**config.mk**
```make
export PLATFORM = sky130hd
export DESIGN_NAME = way_alloc_sel
export DESIGN_NICKNAME = d
export VERILOG_FILES = /design/src/rtl/way_alloc_sel.sv
export SDC_FILE = /design/constraint.sdc
export NUM_CORES = 1
export LEC_CHECK = 0
export ABC_AREA = 1
export CAP_MARGIN = 5
export CORE_UTILIZATION = 35
export CTS_CLUSTER_DIAMETER = 60
export DETAILED_ROUTE_END_ITERATION = 8
export PLACE_DENSITY = 0.91
export SETUP_SLACK_MARGIN = 0.2
export SLEW_MARGIN = 20
export SYNTH_ARGS = -nofsm -noshare
export SYNTH_HDL_FRONTEND = slang
export SYNTH_SLANG_ARGS = --single-unit
```
**constraint.sdc**
```tcl
create_clock -name clk -period 3.3 [get_ports clk]
set_clock_uncertainty 0.2 [all_clocks]
set_input_delay 0.33 -clock clk [delete_from_list [all_inputs] [get_ports clk]]
set_output_delay 0.33 -clock clk [all_outputs]
set_load 0.1 [all_outputs]
```
**src/rtl/way_alloc_sel.sv**
```systemverilog
module way_alloc_sel #(
  parameter int AW         = 32,
  parameter int LINE_BYTES = 16
) (
  input  logic          clk,
  input  logic          rst_n,
  input  logic          dsp_mode,
  input  logic          ctl_we,
  input  logic          lk_we,
  input  logic [31:0]   wr_data,
  output logic [31:0]   ctl_rdata,
  output logic          cache_en,
  output logic          wt_mode,
  output logic          wb_kernel,
  input  logic          pf_req,
  input  logic          pf_hit,
  input  logic          miss_req,
  input  logic [AW-1:0] req_addr,
  input  logic [5:0]    lru_bits,
  output logic          fill_en,
  output logic [1:0]    fill_way,
  output logic [AW-1:0] fill_addr,
  output logic          flush_clr
);
  localparam int OFF_W = $clog2(LINE_BYTES);

  logic [1:0] lk2_q, lk3_q;
  logic       ce_q, wt_q, wb_q, flush_q, en_q;
  logic [1:0] way_q;
  logic [AW-1:0] addr_q;
  logic [3:0] req_mask;
  logic [1:0] victim, nxt_way;
  logic       lock2, lock3, pf_fill;
  logic       unused_bits;

  assign unused_bits = ^{wr_data[31:10], wr_data[7:4]};

  function automatic logic newer(input logic [5:0] l, input logic [1:0] a, input logic [1:0] b);
    case ({a, b})
      4'b0001: newer = l[0];
      4'b0100: newer = ~l[0];
      4'b0010: newer = l[1];
      4'b1000: newer = ~l[1];
      4'b0011: newer = l[2];
      4'b1100: newer = ~l[2];
      4'b0110: newer = l[3];
      4'b1001: newer = ~l[3];
      4'b0111: newer = l[4];
      4'b1101: newer = ~l[4];
      4'b1011: newer = l[5];
      4'b1110: newer = ~l[5];
      default: newer = 1'b0;
    endcase
  endfunction

  function automatic logic [1:0] oldest(input logic [5:0] l, input logic [3:0] m);
    logic found, ok;
    oldest = 2'd0;
    found  = 1'b0;
    for (int w = 0; w < 4; w++) begin
      ok = m[w] && !found;
      for (int v = 0; v < 4; v++)
        if (v != w && m[v] && newer(l, 2'(w), 2'(v))) ok = 1'b0;
      if (ok) begin
        oldest = 2'(w);
        found  = 1'b1;
      end
    end
  endfunction

  assign lock3    = dsp_mode && (lk3_q == 2'b11);
  assign lock2    = dsp_mode && (lk2_q == 2'b11);
  assign req_mask = miss_req ? ~{lock3, lock2, 2'b00} : 4'hf;
  assign victim   = oldest(lru_bits, req_mask);
  assign pf_fill  = pf_req && !pf_hit && !miss_req;
  assign nxt_way  = miss_req ? victim : lock3 ? 2'd3 : lock2 ? 2'd2 : victim;

  always_ff @(posedge clk or negedge rst_n) begin
    if (!rst_n) begin
      lk2_q   <= 2'b00;
      lk3_q   <= 2'b00;
      ce_q    <= 1'b0;
      wt_q    <= 1'b0;
      wb_q    <= 1'b0;
      flush_q <= 1'b0;
      en_q    <= 1'b0;
      way_q   <= 2'd0;
      addr_q  <= '0;
    end else begin
      en_q    <= miss_req || pf_fill;
      flush_q <= ctl_we && wr_data[3];
      if (miss_req || pf_fill) begin
        way_q  <= nxt_way;
        addr_q <= {req_addr[AW-1:OFF_W], OFF_W'(0)};
      end
      if (ctl_we) {wb_q, wt_q, ce_q} <= wr_data[2:0];
      if (lk_we && !ce_q) begin
        lk2_q <= wr_data[1:0];
        lk3_q <= wr_data[9:8];
      end
    end
  end

  assign ctl_rdata = {29'd0, wb_q, wt_q, ce_q};
  assign cache_en  = ce_q;
  assign wt_mode   = wt_q;
  assign wb_kernel = wb_q;
  assign fill_en   = en_q;
  assign fill_way  = way_q;
  assign fill_addr = addr_q;
  assign flush_clr = flush_q;

  a_r3_way3_lock: assert property (@(posedge clk) disable iff (!rst_n)
    pf_req && !pf_hit && !miss_req && dsp_mode && lk3_q == 2'b11 |=> fill_en && fill_way == 2'd3);
  a_r7_hit_nop: assert property (@(posedge clk) disable iff (!rst_n)
    pf_req && pf_hit && !miss_req |=> !fill_en);
  a_r8_locked_spared: assert property (@(posedge clk) disable iff (!rst_n)
    miss_req && dsp_mode && lk3_q == 2'b11 |=> fill_en && fill_way != 2'd3);
  a_r9_idle_no_fill: assert property (@(posedge clk) disable iff (!rst_n)
    !miss_req && !pf_req |=> !fill_en);
  a_r11_flush_pulse: assert property (@(posedge clk) disable iff (!rst_n)
    ctl_we && wr_data[3] |=> flush_clr);
  a_r12_lock_frozen: assert property (@(posedge clk) disable iff (!rst_n)
    lk_we && cache_en |=> $stable(lk3_q) && $stable(lk2_q));
endmodule

```
==> impl_metrics.json <==
{
  "status": "finished, final reports clean",
  "end_kind": "output pin",
  "finalHoldViolCount": 0,
  "viasPerCell": 4.10,
  "pre_cts_ws_ps": 1180,
  "antenna_found_initial": 0,
  "final_cells": 364,
  "max_stage_delay_ps": 1140,
  "cts_buffer_depth": 2,
  "p_leak_nw": 1.35,
  "synth.avg_cell_area_um2": 8.81,
  "post-route-drc-count": 0,
  "initial_core_util": 0.363,
  "worstPathCellList": "clkdlybuf4s50_1",
  "regToRegSetupSlack_ps": 2030,
  "htree_levels": 2,
  "max_freq_mhz": 429,
  "clk_latency_ps": 280,
  "slew_violations": 0,
  "place_inst": 355,
  "cts_sinks": 39,
  "fin_nets": 371,
  "syn_to_final_growth_pct": 47.8,
  "crit_type": "register to output pin",
  "fp.dieH_um": 74.5,
  "cts_buffers": 5,
  "via_count": 1493,
  "finalCriticalPeriod_ps": 2330,
  "fin_setup_tns_ps": 0,
  "post_cts_resized": 0,
  "cp_max_fo": 3,
  "worst_pin_slew_ps": 992,
  "gr-total-overflow": 0,
  "synthCells": 209,
  "routed_wirelength_um": 3700,
  "grt.total_usage": 0.138,
  "final_area_um2": 2720,
  "hold_slack_ps": 273,
  "drtIter0Drc": 38,
  "tritoncts": "built",
  "fin_crit_sh": 0.707,
  "fp.dieW_um": 74.5,
  "setup_viol": 0,
  "die-area_um2": 5560,
  "power_mw": 1.71,
  "fillers": 470,
  "hold_path.class": "register to register",
  "coreArea_um2": 5070,
  "layout_setup_ws_ps": 968,
  "rsz0062_at_grt": "no",
  "drt_first_pass_iters": 4,
  "slew_headroom": 0.337,
  "dp.final_hpwl_um": 2820,
  "final_util": 0.536,
  "gp_congestion": 0.742,
  "rows": 26,
  "ir_drop_v": 0.000273,
  "drtAntennaViolNets": 0,
  "drive_gt1_frac": 0.0680,
  "grt_pass1_wl_um": 5760,
  "powerDensity_nw_per_um2": 626,
  "seq_area_um2": 976,
  "cp_num_buf_inv": 1,
  "worstPathArrival_ps": 1800,
  "io_pins": 149,
  "grt_start_max_net_pins": 40,
  "yosys_warnings": 0,
  "synth_seq_cells": 39,
  "critPathTopFamily": "buffers and inverters",
  "root_buffer": "clkbuf_8",
  "slowest_stage": "clkdlybuf4s50_1",
  "drv_cap": 0,
  "multi_input_area_um2": 648,
  "start_kind": "register",
  "routedWlPerCell_um": 10.2,
  "dpl_cell_area_um2": 2590,
  "path_clk_slew_ps": 70,
  "port_buffers": 85,
  "yosysSeqAreaShare": 0.530,
  "first_global_vias": 1312,
  "synth_cell_types": 16,
  "antennaDiodeCount": 0,
  "crit_required_ps": 2770,
  "synth.cell_area_um2": 1840
}
cell usage after synthesis (all sizes together):
cell type,count,share of area
conb,1,0.0020
a21oi,1,0.0048
nand2,95,0.20
buf,41,0.16
nand4,3,0.014
o21ai,3,0.0081
dfrtp,39,0.53
mux2,6,0.037
nand3,5,0.014
nor2,5,0.010
inv,10,0.020
timing repair:
action	4_1_cts	5_1_grt
endpoints found under the hold margin	39	0
setup buffers	0	0
setup endpoints to repair	0	0
hold buffers	1	0
logic make-up (layout without fill, tap and decap cells):
| kind of cell | after synthesis | in the layout | share of synthesized area |
|---|---|---|---|
| mux | 6 | 6 | 0.0367 |
| compound gates | 4 | 4 | 0.0129 |
| flops | 39 | 39 | 0.530 |
| simple gates | 108 | 108 | 0.235 |
| other cells | 1 | 33 | 0.00204 |
| buf+inv | 51 | 104 | 0.183 |
path summary, 6_finish.rpt:
kind,from,cells after the start,end
max in group asynchronous,rst_n,2,fill_addr[24]
min in group asynchronous,rst_n,2,lk3_q[0]
hold reg to reg,fill_addr[22],2,fill_addr[22]
setup / recovery,cache_en,1,ctl_rdata[0]
hold / removal,fill_addr[22],2,fill_addr[22]
setup reg to reg,lk3_q[1],7,fill_way[0]
metal layers:
metal,vias to the layer above,part of all wire,track usage
li1,732,-,-
met1,688,0.41,0.149
met2,69,0.51,0.249
met3,4,0.073,0.0407
met4,0,0.0068,0.0608
met5,-,0,0
worst min-delay path, stage by stage (launching register included):
cell and delay, ps:
dfrtp_1 340, nand2_1 50, nand2_1 50
registers in the layout, summed over array words and instances, names as in the netlist:
name / flops
lk3_q: 2
flush_clr: 1
fill_way: 2
lk2_q: 2
wt_mode: 1
cache_en: 1
fill_addr: 28
fill_en: 1
wb_kernel: 1
area by class of cell:
cell class	instances	area share
Sequential cell	39	0.358
Timing Repair Buffer	86	0.314
Multi-Input combinational cell	151	0.238
Tap cell	70	0.0322
Clock buffer	6	0.0303
Inverter	10	0.0138
Clock inverter	2	0.0129
where the power goes:
| group | internal [mW] | switching [mW] | leakage (nW) |
|---|---|---|---|
| clock | 0.245 | 0.158 | 0.0612 |
| combinational | 0.156 | 0.591 | 0.826 |
| sequential | 0.528 | 0.0284 | 0.468 |
| total | 0.928 | 0.777 | 1.35 |
layout by cell type (no fill, tap or decap):
cell type	synthesis	layout
nand3_1	5	5
buf_2	3	1
nand4_2	1	1
clkinv_2	0	1
conb_1	1	33
nand2_1	94	94
o21ai_0	1	1
nand4_1	2	2
dfrtp_1	39	39
inv_2	2	2
clkbuf_8	0	6
dlygate4sd3_1	0	1
nand2_4	1	1
inv_1	8	8
clkdlybuf4s50_1	0	84
nor2_1	5	5
bufinv_16	0	1
a21oi_2	1	1
o21ai_1	2	2
mux2_2	6	6
No activity file was read; power rests on OpenSTA's default activity.
